===== src/rtl/blit_pkg.sv =====
package blit_pkg;
  localparam int DATA_W   = 32;
  localparam int ADDR_W   = 12;
  localparam int OFS_W    = 10;
  localparam int COORD_W  = 10;
  localparam int NUM_SETS = 3;
  localparam int SET_W    = $clog2(NUM_SETS + 1);
  localparam int OP_W     = 4;
  localparam int ROP_W    = 8;
  localparam int FMT_W    = 3;
  localparam int IRQ_LSB  = 7;
  localparam int IRQ_W    = 7;
  localparam int HI_LSB   = 16;

  localparam int CMD_AUTO    = 0;
  localparam int CMD_FMT_LSB = 2;
  localparam int CMD_ROP_LSB = 17;
  localparam int CMD_XPOS    = 25;
  localparam int CMD_YPOS    = 26;
  localparam int CMD_OP_LSB  = 27;

  localparam logic [DATA_W-1:0] STATUS_IDLE = 32'h0000_3000;
  localparam logic [DATA_W-1:0] UNMAPPED    = '1;

  localparam logic [OFS_W-1:0] OFS_SRC  = 10'h0D4;
  localparam logic [OFS_W-1:0] OFS_DST  = 10'h0D8;
  localparam logic [OFS_W-1:0] OFS_CMD  = 10'h100;
  localparam logic [OFS_W-1:0] OFS_SIZE = 10'h104;
  localparam logic [OFS_W-1:0] OFS_SXY  = 10'h108;
  localparam logic [OFS_W-1:0] OFS_DXY  = 10'h10C;

  localparam logic [OP_W-1:0] OP_BLT  = 4'h0;
  localparam logic [OP_W-1:0] OP_FILL = 4'h2;
  localparam logic [OP_W-1:0] OP_LINE = 4'h3;
  localparam logic [OP_W-1:0] OP_POLY = 4'h5;
  localparam logic [OP_W-1:0] OP_NOP  = 4'hF;

  typedef enum logic [2:0] {
    SEL_NONE, SEL_SRC, SEL_DST, SEL_CMD, SEL_SIZE, SEL_SXY, SEL_DXY
  } reg_sel_e;
endpackage


===== src/rtl/blit_addr_dec.sv =====
module blit_addr_dec
  import blit_pkg::*;
(
  input  logic [ADDR_W-1:0] addr_i,
  output logic              ctrl_hit_o,
  output logic              set_hit_o,
  output logic [SET_W-1:0]  set_o,
  output reg_sel_e          sel_o
);
  logic [SET_W-1:0] code;
  logic [OFS_W-1:0] ofs;

  assign code = addr_i[ADDR_W-1 -: SET_W];
  assign ofs  = addr_i[OFS_W-1:0];

  always_comb begin
    sel_o = SEL_NONE;
    if (code != '0) begin
      case (ofs)
        OFS_SRC:  sel_o = SEL_SRC;
        OFS_DST:  sel_o = SEL_DST;
        OFS_CMD:  sel_o = SEL_CMD;
        OFS_SIZE: sel_o = SEL_SIZE;
        OFS_SXY:  sel_o = SEL_SXY;
        OFS_DXY:  sel_o = SEL_DXY;
        default:  sel_o = SEL_NONE;
      endcase
    end
  end

  assign ctrl_hit_o = (addr_i == '0);
  assign set_hit_o  = (sel_o != SEL_NONE);
  assign set_o      = code - SET_W'(1);
endmodule


===== src/rtl/blit_set_regs.sv =====
module blit_set_regs
  import blit_pkg::*;
(
  input  logic               clk_i,
  input  logic               rst_ni,
  input  logic               we_i,
  input  reg_sel_e           sel_i,
  input  logic [DATA_W-1:0]  wdata_i,
  output logic [DATA_W-1:0]  cmd_o,
  output logic [DATA_W-1:0]  src_base_o,
  output logic [DATA_W-1:0]  dst_base_o,
  output logic [COORD_W-1:0] width_o,
  output logic [COORD_W-1:0] height_o,
  output logic [COORD_W-1:0] src_x_o,
  output logic [COORD_W-1:0] src_y_o,
  output logic [COORD_W-1:0] dst_x_o,
  output logic [COORD_W-1:0] dst_y_o,
  output logic               start_o
);
  localparam logic [DATA_W-1:0] AUTO_MASK = DATA_W'(1) << CMD_AUTO;

  logic wr_nop;
  logic start_d;

  assign wr_nop = (wdata_i[CMD_OP_LSB +: OP_W] == OP_NOP);

  always_comb begin
    start_d = 1'b0;
    if (we_i) begin
      case (sel_i)
        SEL_CMD: start_d = !wr_nop && !wdata_i[CMD_AUTO];
        SEL_DXY: start_d = cmd_o[CMD_AUTO];
        default: start_d = 1'b0;
      endcase
    end
  end

  always_ff @(posedge clk_i or negedge rst_ni) begin
    if (!rst_ni) begin
      cmd_o      <= '0;
      src_base_o <= '0;
      dst_base_o <= '0;
      width_o    <= '0;
      height_o   <= '0;
      src_x_o    <= '0;
      src_y_o    <= '0;
      dst_x_o    <= '0;
      dst_y_o    <= '0;
      start_o    <= 1'b0;
    end else begin
      start_o <= start_d;
      if (we_i) begin
        case (sel_i)
          SEL_CMD: cmd_o <= wr_nop ? (wdata_i & ~AUTO_MASK) : wdata_i;
          SEL_SRC: src_base_o <= wdata_i;
          SEL_DST: dst_base_o <= wdata_i;
          SEL_SIZE: begin
            height_o <= wdata_i[COORD_W-1:0];
            width_o  <= wdata_i[HI_LSB +: COORD_W];
          end
          SEL_SXY: begin
            src_y_o <= wdata_i[COORD_W-1:0];
            src_x_o <= wdata_i[HI_LSB +: COORD_W];
          end
          SEL_DXY: begin
            dst_y_o <= wdata_i[COORD_W-1:0];
            dst_x_o <= wdata_i[HI_LSB +: COORD_W];
          end
          default: ;
        endcase
      end
    end
  end

  assert_nop_disarms_R4: assert property (@(posedge clk_i) disable iff (!rst_ni)
    (we_i && sel_i == SEL_CMD && wr_nop) |=> (!cmd_o[CMD_AUTO] && !start_o));

  assert_armed_fires_R3: assert property (@(posedge clk_i) disable iff (!rst_ni)
    (we_i && sel_i == SEL_DXY && cmd_o[CMD_AUTO]) |=> start_o);

  assert_start_after_write_R2: assert property (@(posedge clk_i) disable iff (!rst_ni)
    start_o |-> $past(we_i));
endmodule


===== src/rtl/blit_cmd_dec.sv =====
module blit_cmd_dec
  import blit_pkg::*;
(
  input  logic [DATA_W-1:0] cmd_i,
  output logic [OP_W-1:0]   op_o,
  output logic [ROP_W-1:0]  rop_o,
  output logic              x_pos_o,
  output logic              y_pos_o,
  output logic [1:0]        bpp_o
);
  logic [FMT_W-1:0] fmt;
  logic             unused_cmd_bits;

  assign fmt     = cmd_i[CMD_FMT_LSB +: FMT_W];
  assign op_o    = cmd_i[CMD_OP_LSB +: OP_W];
  assign rop_o   = cmd_i[CMD_ROP_LSB +: ROP_W];
  assign x_pos_o = cmd_i[CMD_XPOS];
  assign y_pos_o = cmd_i[CMD_YPOS];
  assign unused_cmd_bits = ^{cmd_i[DATA_W-1], cmd_i[CMD_ROP_LSB-1:CMD_FMT_LSB+FMT_W],
                             cmd_i[CMD_FMT_LSB-1:0]};

  always_comb begin
    case (fmt)
      3'd0:    bpp_o = 2'd1;
      3'd1:    bpp_o = 2'd2;
      3'd2:    bpp_o = 2'd3;
      default: bpp_o = 2'd0;
    endcase
  end
endmodule


===== src/rtl/blit_cmd_regfile.sv =====
module blit_cmd_regfile
  import blit_pkg::*;
(
  input  logic               clk_i,
  input  logic               rst_ni,
  input  logic               wr_en_i,
  input  logic               rd_en_i,
  input  logic [ADDR_W-1:0]  addr_i,
  input  logic [DATA_W-1:0]  wdata_i,
  output logic [DATA_W-1:0]  rdata_o,
  output logic [IRQ_W-1:0]   irq_en_o,
  output logic               start_o,
  output logic [SET_W-1:0]   start_set_o,
  output logic [OP_W-1:0]    op_o,
  output logic [ROP_W-1:0]   rop_o,
  output logic               x_pos_o,
  output logic               y_pos_o,
  output logic [1:0]         bpp_o,
  output logic [DATA_W-1:0]  src_base_o,
  output logic [DATA_W-1:0]  dst_base_o,
  output logic [COORD_W-1:0] width_o,
  output logic [COORD_W-1:0] height_o,
  output logic [COORD_W-1:0] src_x_o,
  output logic [COORD_W-1:0] src_y_o,
  output logic [COORD_W-1:0] dst_x_o,
  output logic [COORD_W-1:0] dst_y_o
);
  logic             ctrl_hit;
  logic             set_hit;
  logic [SET_W-1:0] set_idx;
  reg_sel_e         sel;

  logic [DATA_W-1:0]  cmd_a      [NUM_SETS];
  logic [DATA_W-1:0]  src_base_a [NUM_SETS];
  logic [DATA_W-1:0]  dst_base_a [NUM_SETS];
  logic [COORD_W-1:0] width_a    [NUM_SETS];
  logic [COORD_W-1:0] height_a   [NUM_SETS];
  logic [COORD_W-1:0] src_x_a    [NUM_SETS];
  logic [COORD_W-1:0] src_y_a    [NUM_SETS];
  logic [COORD_W-1:0] dst_x_a    [NUM_SETS];
  logic [COORD_W-1:0] dst_y_a    [NUM_SETS];
  logic [NUM_SETS-1:0] start_v;

  logic [SET_W-1:0]  idx_q, idx_d;
  logic [DATA_W-1:0] rd_val;

  blit_addr_dec i_addr_dec (
    .addr_i     (addr_i),
    .ctrl_hit_o (ctrl_hit),
    .set_hit_o  (set_hit),
    .set_o      (set_idx),
    .sel_o      (sel)
  );

  for (genvar s = 0; s < NUM_SETS; s++) begin : g_set
    logic we_s;
    assign we_s = wr_en_i && set_hit && (set_idx == SET_W'(s));

    blit_set_regs i_set (
      .clk_i      (clk_i),
      .rst_ni     (rst_ni),
      .we_i       (we_s),
      .sel_i      (sel),
      .wdata_i    (wdata_i),
      .cmd_o      (cmd_a[s]),
      .src_base_o (src_base_a[s]),
      .dst_base_o (dst_base_a[s]),
      .width_o    (width_a[s]),
      .height_o   (height_a[s]),
      .src_x_o    (src_x_a[s]),
      .src_y_o    (src_y_a[s]),
      .dst_x_o    (dst_x_a[s]),
      .dst_y_o    (dst_y_a[s]),
      .start_o    (start_v[s])
    );
  end

  // Output view follows the set that fired most recently.
  always_comb begin
    idx_d = idx_q;
    for (int s = 0; s < NUM_SETS; s++) begin
      if (start_v[s]) idx_d = SET_W'(s);
    end
  end

  assign start_o     = |start_v;
  assign start_set_o = idx_d;
  assign src_base_o  = src_base_a[idx_d];
  assign dst_base_o  = dst_base_a[idx_d];
  assign width_o     = width_a[idx_d];
  assign height_o    = height_a[idx_d];
  assign src_x_o     = src_x_a[idx_d];
  assign src_y_o     = src_y_a[idx_d];
  assign dst_x_o     = dst_x_a[idx_d];
  assign dst_y_o     = dst_y_a[idx_d];

  blit_cmd_dec i_cmd_dec (
    .cmd_i   (cmd_a[idx_d]),
    .op_o    (op_o),
    .rop_o   (rop_o),
    .x_pos_o (x_pos_o),
    .y_pos_o (y_pos_o),
    .bpp_o   (bpp_o)
  );

  always_comb begin
    rd_val = UNMAPPED;
    if (ctrl_hit) begin
      rd_val = STATUS_IDLE;
    end else if (set_hit) begin
      rd_val = '0;
      case (sel)
        SEL_CMD: rd_val = cmd_a[set_idx];
        SEL_SRC: rd_val = src_base_a[set_idx];
        SEL_DST: rd_val = dst_base_a[set_idx];
        SEL_SIZE: begin
          rd_val[COORD_W-1:0]          = height_a[set_idx];
          rd_val[HI_LSB +: COORD_W]    = width_a[set_idx];
        end
        SEL_SXY: begin
          rd_val[COORD_W-1:0]          = src_y_a[set_idx];
          rd_val[HI_LSB +: COORD_W]    = src_x_a[set_idx];
        end
        SEL_DXY: begin
          rd_val[COORD_W-1:0]          = dst_y_a[set_idx];
          rd_val[HI_LSB +: COORD_W]    = dst_x_a[set_idx];
        end
        default: rd_val = UNMAPPED;
      endcase
    end
  end

  always_ff @(posedge clk_i or negedge rst_ni) begin
    if (!rst_ni) begin
      idx_q    <= '0;
      irq_en_o <= '0;
      rdata_o  <= '0;
    end else begin
      idx_q <= idx_d;
      if (wr_en_i && ctrl_hit) irq_en_o <= wdata_i[IRQ_LSB +: IRQ_W];
      if (rd_en_i) rdata_o <= rd_val;
    end
  end

  assert_unmapped_ones_R8: assert property (@(posedge clk_i) disable iff (!rst_ni)
    (rd_en_i && !ctrl_hit && !set_hit) |=> (rdata_o == UNMAPPED));

  assert_status_idle_R9: assert property (@(posedge clk_i) disable iff (!rst_ni)
    (rd_en_i && ctrl_hit) |=> (rdata_o == STATUS_IDLE));

  assert_irq_latch_R9: assert property (@(posedge clk_i) disable iff (!rst_ni)
    (wr_en_i && ctrl_hit) |=> (irq_en_o == $past(wdata_i[IRQ_LSB +: IRQ_W])));

  assert_single_start_R2: assert property (@(posedge clk_i) disable iff (!rst_ni)
    $onehot0(start_v));
endmodule


===== config.mk =====
export PLATFORM = sky130hd
export DESIGN_NAME = blit_cmd_regfile
export DESIGN_NICKNAME = d
export VERILOG_FILES = /design/src/rtl/blit_pkg.sv /design/src/rtl/blit_addr_dec.sv /design/src/rtl/blit_set_regs.sv /design/src/rtl/blit_cmd_dec.sv /design/src/rtl/blit_cmd_regfile.sv
export SDC_FILE = /design/constraint.sdc
export NUM_CORES = 1
export LEC_CHECK = 0
export ABC_AREA = 0
export BUFFER_PORTS_ARGS = -buffer_cell sky130_fd_sc_hd__buf_4
export CAP_MARGIN = 5
export CORE_ASPECT_RATIO = 0.9
export CORE_MARGIN = 8
export CORE_UTILIZATION = 44
export DETAILED_ROUTE_END_ITERATION = 8
export PLACE_DENSITY = 0.72
export SETUP_SLACK_MARGIN = 0.1
export SLEW_MARGIN = 20
export SYNTH_ARGS = -nofsm -noshare
export SYNTH_HDL_FRONTEND = slang
export SYNTH_SLANG_ARGS = --single-unit

===== constraint.sdc =====
create_clock -name clk_i -period 2.3 [get_ports clk_i]
set_input_delay 0.46 -clock clk_i [delete_from_list [all_inputs] [get_ports clk_i]]
set_output_delay 0.46 -clock clk_i [all_outputs]
set_load 0.005 [all_outputs]

==> impl_metrics.env, run 1 <==
export IMPL_first_pass_iters=7
export IMPL_drive_gt1_share_pct=45.3
export IMPL_cts_made_buffers=55
export IMPL_hold_end="g_set[1].i_set.src_base_o[30]"
export IMPL_htreeDepth=2
export IMPL_period_needed_ns=2.88
export IMPL_violations="setup timing"
export IMPL_drtAntennaViolNets=0
export IMPL_path_cells="nor2b_4, nor2_4, buf_12, buf_4, buf_12, mux2i_1, o21ai_1, buf_4"
export IMPL_rr_endpoint="rdata_o[6]"
export IMPL_place_inst=3341
export IMPL_setup_viol=141
export IMPL_ir_drop_v=0.000521
export IMPL_r2r_start="g_set[0].i_set.dst_base_o[6]"
export IMPL_clk_pin_slew_ns=0.06
export IMPL_grt_max_degree=98
export IMPL_cts_sinks=512
export IMPL_core_um2=59500
export IMPL_ios=230
export IMPL_seq_area_frac_synth_pct=48.7
export IMPL_p_clk_share_pct=47.1
export IMPL_worstHoldPathCells=2
export IMPL_met3_length_mm=8.29
export IMPL_dpl_worst_slack_ns=-0.606
export IMPL_synth_area_um2=26300
export IMPL_first_iter_violations=2234
export IMPL_highest_layer="met5"
export IMPL_synth_flop_cell="dfrtp_1"
export IMPL_routabilityCongestion=0.908
export IMPL_p_int_mw=15.0
export IMPL_die_area_um2=67800
export IMPL_ys_seq_elements=512
export IMPL_yosys_cell_count_top_type="dfrtp_1"
export IMPL_vias=21500
export IMPL_dp_hpwl_mm=61.3
export IMPL_combinationalPowerShare_pct=6.8
export IMPL_slew_limit_headroom_pct=49.2
export IMPL_clockBufferDepth=3
export IMPL_initial_core_util_pct=44.2
export IMPL_maxCapViolations=0
export IMPL_outcome="finished with violations"
export IMPL_drv_slew=0
export IMPL_syn_avg_cell_area_um2=11.5
export IMPL_fin_skew_ns=0.0414
export IMPL_synth_nets=2334
export IMPL_hold_class="primary input to flip-flop"
export IMPL_worst_slack_ns=-0.576
export IMPL_worst_slew_pin_slew_ns=0.754
export IMPL_endpoint_kind="output port"
export IMPL_crit_path_start_kind="flip-flop"
export IMPL_die_w_um=274
export IMPL_n_fill_cell=4513
export IMPL_power_mw=19.7
export IMPL_clock_fmax_ghz=0.348
export IMPL_track_usage_pct=26.3
export IMPL_ys_types=46
export IMPL_antenna_found_initial=8
export IMPL_p_sw_share_pct=23.8
export IMPL_critPathBufInv=4
export IMPL_worstSetupPathType="flip-flop to output port"
export IMPL_synth_top_area_share_pct=48.7
export IMPL_root_buffer="clkbuf_16"
export IMPL_synth_cells=2282
export IMPL_io_buffers=229
export IMPL_m1WireLength_mm=38.8
export IMPL_synth_edf_count=0
export IMPL_dr_wl_met2_mm=42.9
export IMPL_wire_per_inst_um=26.6
export IMPL_cp_max_fo=14
export IMPL_cts_tree="yes"
export IMPL_num_rows=85
export IMPL_final_cells=3512
export IMPL_slowest_delay_ns=0.39
export IMPL_grt_first_pass_wirelength_mm=138
export IMPL_powerDensity_nw_per_um2=566
export IMPL_totalNegativeSetupSlack_ns=-61.66
export IMPL_rsz0062_at_grt="yes"
export IMPL_wirelength_mm=93.4
export IMPL_synth_warnings=0
export IMPL_reg2reg_depth=5
export IMPL_cp_arrival_ns=2.42
export IMPL_synth_commonest_cells="512 x dfrtp_1, 439 x mux2_2, 237 x mux2i_1"
export IMPL_ys_top_cells_by_area="dfrtp_1 49%, mux2_2 19%, mux2i_1 9.0%, mux2_1 3.9%, o21ai_0 3.0%"
export IMPL_clock_latency_ns=0.63
export IMPL_required_ns=1.84
export IMPL_cpMaxStageDelayCell="dfrtp_1"
export IMPL_synthToLayoutAreaGrowth_pct=32.7
export IMPL_p_seq_share_pct=46.1
export IMPL_avgViaCountPerCell=6.11
export IMPL_whs_ns=0.169
export IMPL_synth_area_leader_cell="dfrtp_1"
export IMPL_hp_start="wdata_i[30]"
export IMPL_fin_nets=2734
export IMPL_p_leak_nw=17.5
export IMPL_cp_top_family="buffers and inverters"
export IMPL_ys_async_sr_fraction_pct=100
export IMPL_hold_viol=0
export IMPL_switchingPower_mw=4.71
export IMPL_post_route_period_util_pct=125
export IMPL_overflow=0
export IMPL_dieHeight_um=248
export IMPL_drc=0
export IMPL_grt_pass1_vias=22000
export IMPL_reg2reg_slack_ns=0.55
[power groups by stage]
stage                     logic [mW]  registers, mW  clock network [mW]
final                           1.33           9.10                9.30
after global routing            1.40           9.10                9.73
after CTS                       1.31           9.10                9.36
after detailed placement        1.30           9.26                   0
after global placement          1.27           9.26                   0
after floorplan                0.568           9.25                   0
[how the worst max path moves through the flow]
| stage | start | end | depth (start not counted) |
|---|---|---|---|
| floorplan | addr_i[10] | g_set[0].i_set.src_base_o[10] | 12 |
| global placement | addr_i[11] | g_set[0].i_set.src_base_o[10] | 8 |
| detailed placement | addr_i[11] | g_set[0].i_set.src_base_o[15] | 8 |
| CTS | idx_q[0] | op_o[1] | 7 |
| global route | idx_q[0] | dst_x_o[0] | 8 |
| finish | idx_q[0] | dst_x_o[0] | 8 |
[what timing repair did]
item	CTS	global route
setup buffers	34	21
resized for setup	258	93
setup endpoints to repair	329	400
pin swaps	15	19
cloned	15	1
hold endpoints to repair	30	0
hold buffers	1	0
[per-layer routing]
layer,vias up,track usage [%]
met4,12,9.34
met5,-,0
met2,1099,41.0
met3,237,6.01
li1,9116,-
met1,11000,35.9
[state kept, by name (all words and copies together) (netlist names)]
signal	count
g_set.i_set.cmd_o	96
g_set.i_set.dst_base_o	96
g_set.i_set.src_base_o	96
rdata_o	32
g_set.i_set.dst_x_o	30
g_set.i_set.dst_y_o	30
g_set.i_set.height_o	30
g_set.i_set.src_x_o	30
g_set.i_set.src_y_o	30
g_set.i_set.width_o	30
irq_en_o	7
g_set.i_set.start_o	3
idx_q	2
[final cells by class]
cell class,count,area [um^2],area share (%)
Antenna cell,3,7.51,0.0215
Clock buffer,83,1610,4.62
Clock inverter,18,264,0.757
Inverter,5,28.8,0.0825
Multi-Input combinational cell,1562,13800,39.5
Sequential cell,512,12800,36.7
Tap cell,783,980,2.81
Timing Repair Buffer,546,5400,15.5
[cell usage in the layout, fill, tap and decap left out, types with 57 or more instances in the layout]
master	n
dfrtp_1	508
buf_4	414
mux2_2	350
mux2i_1	216
nand2_1	183
mux2_4	110
nor2_1	88
mux2_1	70
a21oi_1	68
a22oi_1	61
o21ai_0	58
clkbuf_16	57
[kinds of logic after synthesis]
family	synth area share, %
and+or+nand+nor	6.02
buffers and inverters	3.17
adders and majority gates	0.190
muxes	31.7
DFF	48.7
AOI/OAI and AO/OA	10.1
[stage by stage]
step | util [%] | area (um^2)
after floorplan | - | 27200
after global placement | 52.3 | 31100
after detailed placement | 52.3 | 31100
after CTS | 57.8 | 34300
after global routing | 58.7 | 34900
final | 58.7 | 34900
(Power assumes the default switching activity.)
==> run 2, diff against run 1 <==
Settings changed: CORE_UTILIZATION 44 to 39, PLACE_DENSITY 0.72 to 0.66.
==> run 2 against run 1 <==
Compared with the run above: the flow still finishes with violations (setup timing); critical path depth decreased by 1; worst setup slack got worse by 0.12 ns; first-iteration DRC count decreased by 18%; utilization decreased by 4.2 points; critical endpoint is now bpp_o[1]; clock power increased by 0.4%.
==> impl_metrics.env, run 2 (synthesized netlist as in run 1, its figures left out) <==
export IMPL_top_regs="g_set.i_set.cmd_o x96, g_set.i_set.dst_base_o x96, g_set.i_set.src_base_o x96"
export IMPL_place_inst=3440
export IMPL_dp_hpwl_mm=63.1
export IMPL_reg2reg_slack_ns=0.46
export IMPL_cts_tree="yes"
export IMPL_r2r_start="g_set[2].i_set.dst_base_o[23]"
export IMPL_endpoint_kind="output port"
export IMPL_ios=230
export IMPL_first_iter_violations=1839
export IMPL_final_cells=3662
export IMPL_cp_arrival_ns=2.53
export IMPL_initial_core_util_pct=39.3
export IMPL_cp_top_family="compound AO/OA/AOI/OAI gates"
export IMPL_slew_limit_headroom_pct=49.1
export IMPL_drc=0
export IMPL_critPathBufInv=2
export IMPL_fin_skew_ns=0.0203
export IMPL_whs_ns=0.132
export IMPL_drv_slew=0
export IMPL_track_usage_pct=24.6
export IMPL_worst_slew_pin_slew_ns=0.764
export IMPL_grt_first_pass_wirelength_mm=144
export IMPL_cts_made_buffers=56
export IMPL_grt_max_degree=98
export IMPL_synthToLayoutAreaGrowth_pct=38.7
export IMPL_num_rows=90
export IMPL_clock_latency_ns=0.63
export IMPL_cp_startpoint="g_set[0].i_set.start_o"
export IMPL_clock_fmax_ghz=0.334
export IMPL_core_um2=66900
export IMPL_required_ns=1.84
export IMPL_setup_viol=142
export IMPL_wirelength_mm=97.5
export IMPL_worst_slack_ns=-0.692
export IMPL_power_mw=19.8
export IMPL_wire_per_inst_um=26.6
export IMPL_outcome="finished with violations"
export IMPL_clk_pin_slew_ns=0.06
export IMPL_routabilityCongestion=0.911
export IMPL_post_route_period_util_pct=130
export IMPL_root_buffer="clkbuf_16"
export IMPL_hold_class="primary input to flip-flop"
export IMPL_slowest_delay_ns=0.46
export IMPL_reg2reg_depth=6
export IMPL_cpMaxStageDelayCell="dfrtp_2"
export IMPL_critPathCapture="bpp_o[1]"
export IMPL_rr_endpoint="rdata_o[23]"
export IMPL_period_needed_ns=2.99
export IMPL_final_common_cell="dfrtp_1"
export IMPL_drive_gt1_share_pct=49.6
export IMPL_antenna_found_initial=10
export IMPL_crit_path_start_kind="flip-flop"
export IMPL_io_buffers=229
export IMPL_ir_drop_v=0.000579
export IMPL_clockBufferDepth=3
export IMPL_path_cells="nor2_4, a21o_4, buf_4, a21oi_2, o221ai_2, a21oi_2, buf_4"
export IMPL_dieHeight_um=262
export IMPL_hold_viol=0
export IMPL_overflow=0
export IMPL_htreeDepth=2
export IMPL_worstSetupPathType="flip-flop to output port"
export IMPL_violations="setup timing"
export IMPL_layout_common_cells="508 x dfrtp_1, 402 x buf_4, 345 x mux2_2"
export IMPL_cts_sinks=512
export IMPL_fin_nets=2786
export IMPL_first_pass_iters=5
export IMPL_die_area_um2=76000
export IMPL_maxCapViolations=0
export IMPL_worst_path_stages=7
export IMPL_vias=21200
export IMPL_cp_max_fo=11
export IMPL_powerDensity_nw_per_um2=543
export IMPL_rsz0062_at_grt="yes"
export IMPL_avgViaCountPerCell=5.80
export IMPL_dpl_worst_slack_ns=-0.611
export IMPL_drtAntennaViolNets=0
export IMPL_die_w_um=290
export IMPL_grt_pass1_vias=22000
export IMPL_p_leak_nw=18.3
run 2: changes by cell type in the layout (fill, tap and decap cells not counted), sizes merged, moves of 2 or more:
| cell | change |
|---|---|
| buf | +50 |
| diode | +7 |
| clkbuf | +4 |
| bufbuf | -2 |
| clkinv | +2 |
run 2: worst reg2reg max path, delay by kind of cell (launching register included):
kind            cells  cell delay [ns]
mux                 1             0.27
compound gates      3             0.53
flops               1             0.42
buf+inv             1             0.19
simple gates        1             0.31
run 2: power breakdown:
group / internal [mW] / total [mW] / switching [mW]
clock: 5.57 / 9.34 / 3.77
sequential: 9.06 / 9.11 / 0.0494
combinational: 0.489 / 1.35 / 0.858
total: 15.1 / 19.8 / 4.67
run 2: how the worst min path moves through the flow:
stage,from,to,slack [ns],depth (start not counted)
after floorplan,rst_ni,g_set[0].i_set.cmd_o[0],0.16,0
after global placement,rst_ni,g_set[2].i_set.height_o[6],0.40,1
after detailed placement,rst_ni,g_set[2].i_set.height_o[6],0.41,1
after CTS,wdata_i[26],g_set[0].i_set.src_base_o[26],0.12,2
after global routing,wdata_i[26],g_set[2].i_set.src_base_o[26],0.14,2
final,wdata_i[14],g_set[0].i_set.src_base_o[14],0.13,2
run 2: metal layers:
| layer | wire length [um] | GRT usage [%] | part of all wire, % | vias up |
|---|---|---|---|---|
| met2 | 45200 | 38.1 | 46 | 843 |
| met4 | 2840 | 7.75 | 2.9 | 2 |
| met1 | 41500 | 34.0 | 43 | 11000 |
| li1 | - | - | - | 9233 |
| met5 | 12 | 0 | 0.012 | - |
| met3 | 8000 | 5.27 | 8.2 | 169 |
run 2: repair_timing:
action	4_1_cts	5_1_grt
pin swaps	15	41
setup endpoints to repair	183	318
resized for setup	226	317
setup buffers	50	39
endpoints found under the hold margin	22	0
hold buffers	1	0
gates cloned	20	5
run 2: cell type report:
class                           count  area, um^2
Clock buffer                       84        1680
Clock inverter                     18         229
Antenna cell                       10        25.0
Inverter                            5        26.3
Timing Repair Buffer              597        6290
Multi-Input combinational cell   1562       14300
Sequential cell                   512       12800
Tap cell                          874        1090
Fill cell                        5461       30400
run 2: through the flow:
step | instance area, um^2 | util (%) | TNS [ns]
finish | 36400 | 54.5 | -66.16
CTS | 35000 | 52.3 | -63.99
global route | 36400 | 54.5 | -75.13
floorplan | 27200 | - | -236.61
detailed placement | 31400 | 47.0 | -207.54
global placement | 31400 | 47.0 | -194.18
